[src/rtl/selpat_pkg.sv]
package selpat_pkg;

  typedef enum logic [1:0] {
    ST_IDLE  = 2'd0,
    ST_RAW   = 2'd1,
    ST_CODE  = 2'd2,
    ST_SHIFT = 2'd3
  } selpat_state_e;

  localparam int FIELD_W = 4;

endpackage

[src/rtl/selpat_ctrl.sv]
module selpat_ctrl
  import selpat_pkg::*;
#(
  parameter int NUM_SEG = 5,
  parameter int SEG_W   = 8,
  parameter int CW_MAX  = 2,
  parameter logic [NUM_SEG*FIELD_W-1:0] CW_WIDTHS = '0,
  localparam int RAW_LEN = NUM_SEG * SEG_W,
  localparam int CNT_W   = $clog2(RAW_LEN),
  localparam int SEG_IW  = (NUM_SEG > 1) ? $clog2(NUM_SEG) : 1,
  localparam int BIT_W   = (SEG_W > 1) ? $clog2(SEG_W) : 1
) (
  input  logic                clk,
  input  logic                rst,
  input  logic                in_bit,
  input  logic                in_valid,
  output logic                in_ready,
  output selpat_state_e       state,
  output logic [CNT_W-1:0]    raw_cnt,
  output logic [SEG_IW-1:0]   seg_idx,
  output logic [CW_MAX-1:0]   code_next,
  output logic                load_seg,
  output logic                raw_fire,
  output logic                shift_en
);

  logic                 accept;
  logic [CW_MAX-1:0]    cw_reg;
  logic [FIELD_W-1:0]   cw_cnt;
  logic [FIELD_W-1:0]   cur_w;
  logic [BIT_W-1:0]     bit_cnt;
  logic                 cw_last;
  logic                 shift_last;
  logic                 raw_last;
  logic                 seg_last;
  logic [CW_MAX:0]      cw_ext;

  assign in_ready   = (state != ST_SHIFT);
  assign accept     = in_valid & in_ready;
  assign cur_w      = CW_WIDTHS[int'(seg_idx)*FIELD_W +: FIELD_W];
  assign cw_last    = (cw_cnt == cur_w - FIELD_W'(1));
  assign shift_last = (bit_cnt == BIT_W'(SEG_W - 1));
  assign raw_last   = (raw_cnt == CNT_W'(RAW_LEN - 1));
  assign seg_last   = (seg_idx == SEG_IW'(NUM_SEG - 1));
  assign cw_ext     = {cw_reg, in_bit};
  assign code_next  = cw_ext[CW_MAX-1:0];

  assign load_seg = (state == ST_CODE) & accept & cw_last;
  assign raw_fire = (state == ST_RAW) & accept;
  assign shift_en = (state == ST_SHIFT);

  always_ff @(posedge clk) begin
    if (rst) begin
      state   <= ST_IDLE;
      raw_cnt <= '0;
      seg_idx <= '0;
      cw_reg  <= '0;
      cw_cnt  <= '0;
      bit_cnt <= '0;
    end else begin
      unique case (state)
        ST_IDLE: begin
          if (accept) begin
            raw_cnt <= '0;
            seg_idx <= '0;
            cw_reg  <= '0;
            cw_cnt  <= '0;
            state   <= in_bit ? ST_CODE : ST_RAW;
          end
        end
        ST_RAW: begin
          if (accept) begin
            if (raw_last) begin
              raw_cnt <= '0;
              state   <= ST_IDLE;
            end else begin
              raw_cnt <= raw_cnt + CNT_W'(1);
            end
          end
        end
        ST_CODE: begin
          if (accept) begin
            cw_reg <= code_next;
            if (cw_last) begin
              cw_cnt  <= '0;
              bit_cnt <= '0;
              state   <= ST_SHIFT;
            end else begin
              cw_cnt <= cw_cnt + FIELD_W'(1);
            end
          end
        end
        ST_SHIFT: begin
          if (shift_last) begin
            bit_cnt <= '0;
            cw_reg  <= '0;
            if (seg_last) begin
              seg_idx <= '0;
              state   <= ST_IDLE;
            end else begin
              seg_idx <= seg_idx + SEG_IW'(1);
              state   <= ST_CODE;
            end
          end else begin
            bit_cnt <= bit_cnt + BIT_W'(1);
          end
        end
        default: state <= ST_IDLE;
      endcase
    end
  end

endmodule

[src/rtl/selpat_dict.sv]
module selpat_dict
  import selpat_pkg::*;
#(
  parameter int NUM_SEG = 5,
  parameter int SEG_W   = 8,
  parameter int CW_MAX  = 2,
  localparam int DEPTH  = 1 << CW_MAX,
  localparam int SEG_IW = (NUM_SEG > 1) ? $clog2(NUM_SEG) : 1,
  parameter logic [NUM_SEG*DEPTH*SEG_W-1:0] DICT     = '0,
  parameter logic [NUM_SEG*FIELD_W-1:0]     DICT_CNT = '0
) (
  input  logic [SEG_IW-1:0]  seg_idx,
  input  logic [CW_MAX-1:0]  code,
  output logic [SEG_W-1:0]   pattern
);

  logic [SEG_W-1:0] seg_pat [NUM_SEG];

  for (genvar s = 0; s < NUM_SEG; s++) begin : g_seg
    localparam int CNT = int'(DICT_CNT[s*FIELD_W +: FIELD_W]);
    logic [SEG_W-1:0] entry;
    assign entry = DICT[(s*DEPTH + int'(code))*SEG_W +: SEG_W];
    assign seg_pat[s] = (int'(code) < CNT) ? entry : '0;
  end

  always_comb begin
    pattern = '0;
    if (int'(seg_idx) < NUM_SEG) pattern = seg_pat[seg_idx];
  end

endmodule

[src/rtl/selpat_shreg.sv]
module selpat_shreg #(
  parameter int SEG_W = 8
) (
  input  logic             clk,
  input  logic             rst,
  input  logic             load,
  input  logic [SEG_W-1:0] load_val,
  input  logic             shift,
  output logic             msb
);

  logic [SEG_W-1:0] sr;

  always_ff @(posedge clk) begin
    if (rst) sr <= '0;
    else if (load) sr <= load_val;
    else if (shift) sr <= {sr[SEG_W-2:0], 1'b0};
  end

  assign msb = sr[SEG_W-1];

endmodule

[src/rtl/selpat_decomp.sv]
module selpat_decomp
  import selpat_pkg::*;
#(
  parameter int NUM_SEG = 5,
  parameter int SEG_W   = 8,
  parameter int CW_MAX  = 2,
  parameter logic [NUM_SEG*FIELD_W-1:0] CW_WIDTHS = {4'd2, 4'd1, 4'd2, 4'd2, 4'd1},
  parameter logic [NUM_SEG*FIELD_W-1:0] DICT_CNT  = {4'd3, 4'd2, 4'd3, 4'd4, 4'd2},
  parameter logic [NUM_SEG*(1<<CW_MAX)*SEG_W-1:0] DICT =
    160'h00D0C000_0000B000_008E8D00_08381400_00002100
) (
  input  logic clk,
  input  logic rst,
  input  logic in_bit,
  input  logic in_valid,
  output logic in_ready,
  output logic scan_bit,
  output logic scan_valid
);

  localparam int RAW_LEN = NUM_SEG * SEG_W;
  localparam int CNT_W   = $clog2(RAW_LEN);
  localparam int SEG_IW  = (NUM_SEG > 1) ? $clog2(NUM_SEG) : 1;

  selpat_state_e      state;
  logic [CNT_W-1:0]   raw_cnt;
  logic [SEG_IW-1:0]  seg_idx;
  logic [CW_MAX-1:0]  code_next;
  logic               load_seg;
  logic               raw_fire;
  logic               shift_en;
  logic [SEG_W-1:0]   seg_pattern;
  logic               sr_msb;

  selpat_ctrl #(
    .NUM_SEG(NUM_SEG), .SEG_W(SEG_W), .CW_MAX(CW_MAX), .CW_WIDTHS(CW_WIDTHS)
  ) u_ctrl (
    .clk(clk), .rst(rst), .in_bit(in_bit), .in_valid(in_valid),
    .in_ready(in_ready), .state(state), .raw_cnt(raw_cnt), .seg_idx(seg_idx),
    .code_next(code_next), .load_seg(load_seg), .raw_fire(raw_fire),
    .shift_en(shift_en)
  );

  selpat_dict #(
    .NUM_SEG(NUM_SEG), .SEG_W(SEG_W), .CW_MAX(CW_MAX),
    .DICT(DICT), .DICT_CNT(DICT_CNT)
  ) u_dict (
    .seg_idx(seg_idx), .code(code_next), .pattern(seg_pattern)
  );

  selpat_shreg #(.SEG_W(SEG_W)) u_shreg (
    .clk(clk), .rst(rst), .load(load_seg), .load_val(seg_pattern),
    .shift(shift_en), .msb(sr_msb)
  );

  always_ff @(posedge clk) begin
    if (rst) begin
      scan_valid <= 1'b0;
      scan_bit   <= 1'b0;
    end else begin
      scan_valid <= raw_fire | shift_en;
      scan_bit   <= raw_fire ? in_bit : (shift_en & sr_msb);
    end
  end

endmodule

[config.mk]
export PLATFORM = sky130hd
export DESIGN_NAME = selpat_decomp
export DESIGN_NICKNAME = d
export VERILOG_FILES = /design/src/rtl/selpat_pkg.sv /design/src/rtl/selpat_ctrl.sv /design/src/rtl/selpat_dict.sv /design/src/rtl/selpat_shreg.sv /design/src/rtl/selpat_decomp.sv
export SDC_FILE = /design/constraint.sdc
export NUM_CORES = 1
export LEC_CHECK = 0
export BUFFER_PORTS_ARGS = -buffer_cell sky130_fd_sc_hd__buf_2
export CAP_MARGIN = 20
export CORE_ASPECT_RATIO = 0.8
export CORE_MARGIN = 2
export CORE_UTILIZATION = 52
export CTS_CLUSTER_SIZE = 28
export DETAILED_ROUTE_END_ITERATION = 10
export GPL_TIMING_DRIVEN = 0
export HOLD_SLACK_MARGIN = 0.08
export PLACE_DENSITY_LB_ADDON = 0.2
export SYNTH_ARGS = -nofsm -noshare
export SYNTH_HDL_FRONTEND = slang
export SYNTH_SLANG_ARGS = --single-unit
export TNS_END_PERCENT = 5
[constraint.sdc]
create_clock -name clk -period 5.4 [get_ports clk]
set_clock_uncertainty 0.1 [all_clocks]
set_input_delay 0.54 -clock clk [delete_from_list [all_inputs] [get_ports clk]]
set_output_delay 0.54 -clock clk [all_outputs]
set_load 0.01 [all_outputs]
==> flow_summary_export.csv, run 1 <==
group,metric,value,unit
outcome,status,"finished, final reports clean",
layout,drive_gt1_frac,0.119,
global_routing,grt_pass1_wl,5.38,mm
layout,diodes,0,
hold_path,worstHoldPathType,"reg2reg",
clocking,cts_tree,"built",
critical_path,crit_fanout,9,
timing,min_period_over_period,0.638,
clocking,cts.sinks,29,
critical_path,critPathRequiredTime,5500,ps
die,die_h,52.9,um
layout,final_cells,231,
global_routing,first_global_vias,1196,
critical_path,path_buf_inv,2,
timing,tns,0,ps
clocking,cts_buffers,5,
yosys,yosysWarningCount,0,
timing,hold_viol_final,0,
place,placed_cells,223,
yosys,netlist_instances,180,
yosys,yosysTopAreaCellShare,0.374,
yosys,synthArstFlopShare,0,
timing,fin_crit,3450,ps
place,place.gp.congestion,0.871,
yosys,syn_avg_cell_area,8.62,um^2
clocking,htree_num_levels,2,
global_routing,use_met2,0.325,
critical_path,critPathArrivalTime,3540,ps
detailed_routing,post_drt_wl_per_cell,13.4,um
die,die_w,65.1,um
timing,tightestPinTransition,543,ps
layout,area_delta_synth_final,11.2,%
die,dieArea,0.00344,mm^2
place,port_buffers,5,
power_and_ir_drop,power.internal,0.000361,W
yosys,yosys_register_bits,29,
critical_path,endpoint_kind,"flip-flop",
critical_path,max_stage_delay,410,ps
yosys,synth.distinct_cells,44,
power_and_ir_drop,vdd_drop_max,200,uV
die,io_pins,7,
timing,layout_setup_ws,1950,ps
layout,largest_register,"u_shreg.sr",
detailed_routing,route.detailed.drc,0,
power_and_ir_drop,swShare,0.255,
die,rows,17,
detailed_routing,firstDrtPassIters,4,
global_routing,grtUsageMet1,0.283,
clocking,cts_buffer_depth,2,
detailed_routing,viasPerCell,5.65,
die,start_util,0.553,
yosys,synth_area_leaders,"dfxtp_1 (37%), ha_1 (7.3%), nor2_1 (4.6%)",
timing,slew_headroom,0.638,
layout,final_nets,205,
detailed_routing,wirelength,3.08,mm
place,pre_cts_slack,2000,ps
power_and_ir_drop,power_frac_clock,0.399,
yosys,synth.net_count,193,
place,place_hpwl,2.28,mm
power_and_ir_drop,switchingPower,0.000124,W
power_and_ir_drop,p_per_area,281,mW/mm^2
global_routing,gr-total-overflow,0,
yosys,synth_seq_area_share,0.374,
detailed_routing,dr_total_vias,1305,
global_routing,antenna_found_initial,0,
clocking,hold_buffers,0,
global_routing,grt_usage,0.211,
power_and_ir_drop,leakagePower,0.644,nW
yosys,synth_area,0.00155,mm^2
critical_path,critical_path_class,"reg2reg",
clocking,path_clk_slew,60,ps
timing,setup_viol,0,
timing,finalMaxSlewViolations,0,
clocking,cts_resized,0,
yosys,synth_edf_count,0,
critical_path,critPathTopFamily,"simple AND/OR/NAND/NOR gates",
critical_path,critical_path.slowest_cell,"a221oi_4",
yosys,synth_top_flop_cell,"dfxtp_1",
clocking,postCtsSetupBuffers,0,
critical_path,path_cells,"clkbuf_1 > inv_1 > ha_1 > or2_2 > ha_1 > or3_4 > a221oi_4 > nand3_4 > or3_4 > o31ai_2",
clocking,cts-root-buf,"clkbuf_8",
layout,reg_top3,"u_shreg.sr: 8 flops, u_ctrl.raw_cnt: 6 flops, u_ctrl.cw_cnt: 4 flops",
critical_path,cp-start-kind,"flip-flop",
detailed_routing,ant_nets,0,
job,drv_cap,0,
global_routing,grt_max_degree,11,
global_routing,global_route.peak_usage_layer,"met2",
global_routing,use_met3,0.0511,
yosys,yosys.area.top_type,"dfxtp_1",
power_and_ir_drop,pwr-share-seq,0.470,
detailed_routing,first_iter_violations,64,
timing,rsz0062_at_grt,"false",
timing,fmax,290,MHz
layout,largest_reg_flops,8,
clocking,clkLatencyLatePin,280,ps
die,core_area,0.00281,mm^2
power_and_ir_drop,combPwrFrac,0.131,
[worst register-to-register path: stages (launching register included)]
cell	delay, ps
dfxtp_1	330
clkbuf_1	310
inv_1	200
ha_1	380
or2_2	290
ha_1	220
or3_4	350
a221oi_4	410
nand3_4	160
or3_4	390
o31ai_2	220
[path summary, 6_finish.rpt]
check | to | depth (start not counted) | slack, ps | startpoint
worst max-delay path | u_shreg.sr[1]$_SDFFE_PP0P_ | 10 | 1950 | u_ctrl.seg_idx[0]$_SDFFE_PP0P_
worst min-delay path | u_shreg.sr[0]$_SDFFE_PP0P_ | 2 | 350 | u_shreg.sr[0]$_SDFFE_PP0P_
worst max register to register | u_shreg.sr[1]$_SDFFE_PP0P_ | 10 | 1950 | u_ctrl.seg_idx[0]$_SDFFE_PP0P_
worst min register to register | u_shreg.sr[0]$_SDFFE_PP0P_ | 2 | 350 | u_shreg.sr[0]$_SDFFE_PP0P_
[cell usage after synthesis (2+ instances only)]
| cell type | number |
|---|---|
| nand2b_1 | 3 |
| or3_4 | 2 |
| ha_1 | 9 |
| nor3_1 | 6 |
| and2_1 | 2 |
| dfxtp_1 | 29 |
| xor2_1 | 5 |
| o21ai_1 | 5 |
| nor2_1 | 19 |
| and4_1 | 2 |
| a21oi_1 | 12 |
| a22oi_1 | 4 |
| nand2_1 | 18 |
| a311oi_1 | 3 |
| inv_1 | 5 |
| nand4_1 | 4 |
| clkbuf_1 | 5 |
| mux2i_1 | 4 |
| buf_1 | 2 |
| xnor2_1 | 3 |
| or3_1 | 2 |
| nor2b_1 | 5 |
| o21ai_0 | 4 |
| mux2_2 | 2 |
| nand3_1 | 6 |
[through the flow]
step	power (W)	util	hold WS [ps]	area, um^2
floorplan	0.000281	-	326	1550
detailed placement	0.000295	0.578	346	1620
global placement	0.000294	0.578	338	1620
global route	0.000508	0.615	401	1730
CTS	0.000490	0.615	355	1730
finish	0.000485	0.615	349	1730
[metal layers]
| layer | vias up | routed length [um] |
|---|---|---|
| li1 | 669 | - |
| met1 | 595 | 1510 |
| met2 | 35 | 1350 |
| met3 | 6 | 175 |
| met4 | 0 | 57 |
| met5 | - | 0 |
[cell families after synthesis]
kind of cell	Yosys count	synth area share
flops	29	0.374
compound gates	41	0.191
simple gates	73	0.242
xor+xnor	8	0.0452
buf+inv	14	0.0347
fa+ha+maj	9	0.0726
mux	6	0.0403
[cells in the final DEF (no fill, tap or decap), types with 2 or more instances in the layout]
cell type	n
a21oi_1	12
a22oi_1	4
a311oi_1	3
and2_1	2
and4_1	2
buf_1	2
buf_2	6
clkbuf_1	5
clkbuf_8	7
dfxtp_1	29
ha_1	9
inv_1	5
mux2_2	2
mux2i_1	4
nand2_1	18
nand2b_1	3
nand3_1	6
nand4_1	4
nor2_1	19
nor2b_1	5
nor3_1	6
o21ai_0	4
o21ai_1	5
or3_1	2
or3_4	2
xnor2_1	3
xor2_1	5
[final cells by class]
cell class | count | area, um^2
Sequential cell | 29 | 581
Clock buffer | 7 | 96.3
Timing Repair Buffer | 5 | 25.0
Multi-Input combinational cell | 137 | 917
Clock inverter | 1 | 5.00
Tap cell | 38 | 47.5
Inverter | 6 | 22.5
Buffer | 8 | 31.3
Fill cell | 268 | 1080
[power by group through the flow]
stage                     Combinational [W]  Clock, W  Sequential (W)
final                             0.0000634  0.000194        0.000228
after global routing              0.0000705  0.000209        0.000229
after CTS                         0.0000631  0.000199        0.000228
after detailed placement          0.0000627         0        0.000233
after global placement            0.0000617         0        0.000232
after floorplan                   0.0000499         0        0.000231
Power figures use the tool's default switching activity.
==> inputs of run 2 (changes only) <==
clock period = 3 ns   (was 5.4 ns; I/O delays follow)
==> flow_summary_export.csv, run 2 (synthesis results as in run 1) <==
group,metric,value,unit
detailed_routing,wirelength,3.39,mm
die,die_w,65.1,um
outcome,status,"finished, final reports clean",
power_and_ir_drop,swShare,0.244,
critical_path,endpoint_kind,"flip-flop",
place,port_buffers,5,
layout,largest_reg_flops,8,
detailed_routing,ant_nets,0,
layout,largest_register,"u_shreg.sr",
job,drv_cap,0,
layout,final_common_cell,"dfxtp_1",
critical_path,crit_fanout,8,
timing,finalMaxSlewViolations,0,
power_and_ir_drop,switchingPower,0.000234,W
critical_path,critical_path_class,"reg2reg",
timing,layout_setup_ws,114,ps
layout,drive_gt1_frac,0.184,
timing,setup_viol,0,
layout,diodes,0,
hold_path,worstHoldPathType,"in2reg",
global_routing,grt_pass1_wl,5.64,mm
die,io_pins,7,
power_and_ir_drop,leakagePower,0.695,nW
power_and_ir_drop,p_per_area,520,mW/mm^2
timing,slew_headroom,0.647,
power_and_ir_drop,power.internal,0.000725,W
timing,fmax,346,MHz
global_routing,first_global_vias,1231,
clocking,hold_buffers,0,
global_routing,grt_usage,0.218,
die,dieArea,0.00344,mm^2
timing,tightestPinTransition,530,ps
place,place.gp.congestion,0.808,
detailed_routing,post_drt_wl_per_cell,14.2,um
layout,layout_common_cells,"dfxtp_1 (27), nor2_1 (19), nand2_1 (18)",
clocking,path_clk_slew,60,ps
global_routing,gr-total-overflow,0,
detailed_routing,first_iter_violations,88,
power_and_ir_drop,p_total,0.000959,W
detailed_routing,viasPerCell,5.58,
die,start_util,0.553,
timing,rsz0062_at_grt,"false",
power_and_ir_drop,vdd_drop_max,351,uV
timing,min_period_over_period,0.962,
timing,fin_crit,2890,ps
power_and_ir_drop,power_frac_clock,0.435,
critical_path,critPathArrivalTime,2960,ps
clocking,cts-root-buf,"clkbuf_8",
layout,area_delta_synth_final,18.8,%
die,die_h,52.9,um
critical_path,cp-start-kind,"flip-flop",
layout,reg_top3,"u_shreg.sr: 8 flops, u_ctrl.raw_cnt: 6 flops, u_ctrl.cw_cnt: 4 flops",
place,pre_cts_slack,-231,ps
clocking,cts.sinks,29,
clocking,clkLatencyLatePin,280,ps
clocking,htree_num_levels,2,
timing,timing.hold.ws,284,ps
global_routing,grt_max_degree,11,
clocking,cts_buffer_depth,2,
timing,hold_viol_final,0,
detailed_routing,dr_total_vias,1333,
clocking,cts_tree,"built",
detailed_routing,route.detailed.drc,0,
die,rows,17,
detailed_routing,firstDrtPassIters,4,
critical_path,critPathRequiredTime,3070,ps
place,place_hpwl,2.33,mm
clocking,cts_buffers,5,
power_and_ir_drop,pwr-share-seq,0.428,
layout,final_nets,213,
power_and_ir_drop,combPwrFrac,0.137,
global_routing,antenna_found_initial,0,
die,core_area,0.00281,mm^2
## run 2: changes by cell type in the layout (fill, tap and decap cells not counted), moves of 2 or more
cell     change
inv_1        -2
dfxtp_2      +2
dfxtp_1      -2
buf_4        +8
## run 2: routing by layer
layer / vias up / GRT usage / wire, um
li1: 680 / - / -
met1: 606 / 0.284 / 1550
met3: 2 / 0.0574 / 249
met2: 45 / 0.356 / 1570
met4: 0 / 0.0729 / 18
met5: - / 0 / 0
## run 2: worst max-delay path, cell delays in order, from the launching register on
cell        delay, ps
dfxtp_2           340
buf_6             110
clkinvlp_4        100
ha_4              230
or2_2             270
ha_1              210
or3_4             340
a221oi_4          380
buf_4             190
a311oi_4          140
a221o_1           360
## run 2: worst paths after layout
kind | slack (ps) | depth (start not counted) | start | endpoint
setup / recovery | 110 | 10 | u_ctrl.seg_idx[0]$_SDFFE_PP0P_ | u_shreg.sr[4]$_SDFFE_PP0P_
hold / removal | 280 | 3 | in_bit | u_ctrl.cw_reg[0]$_SDFFE_PP0P_
setup reg to reg | 110 | 10 | u_ctrl.seg_idx[0]$_SDFFE_PP0P_ | u_shreg.sr[4]$_SDFFE_PP0P_
hold reg to reg | 360 | 2 | u_shreg.sr[0]$_SDFFE_PP0P_ | u_shreg.sr[0]$_SDFFE_PP0P_
## run 2: layout make-up
type                       instances  area [um^2]
sequential                        29          583
tap                               38         47.5
inverter                           6         26.3
clock inverter                     1         30.0
clock buffer                       7         86.3
timing repair buffer              13         85.1
multi-input combinational        137          946
buffer                             8         38.8
fill                             248          965
## run 2: what timing repair did
action | 4_1_cts | 5_1_grt
pin swaps | 2 | 4
endpoints found under the hold margin | 0 | 0
endpoints found under the setup margin | 9 | 9
setup buffers | 4 | 4
resized for setup | 4 | 6
## run 2: stage by stage
| stage | area, um^2 | util | instances | setup TNS (ps) |
|---|---|---|---|---|
| 2_1_floorplan | 1550 | - | 180 | 0 |
| 3_3_place_gp | 1630 | 0.579 | 223 | -406 |
| 3_5_place_dp | 1630 | 0.579 | 223 | -1000 |
| 4_1_cts | 1800 | 0.642 | 235 | 0 |
| 5_1_grt | 1840 | 0.656 | 239 | 0 |
| 6_report | 1840 | 0.656 | 239 | 0 |
## run 2: power groups by stage
stage	Clock, W	Sequential (W)	Combinational [W]
3_5_place_dp	0	0.000418	0.000115
3_3_place_gp	0	0.000418	0.000111
5_1_grt	0.000440	0.000412	0.000145
4_1_cts	0.000423	0.000410	0.000128
6_report	0.000417	0.000410	0.000131
2_1_floorplan	0	0.000416	0.0000900
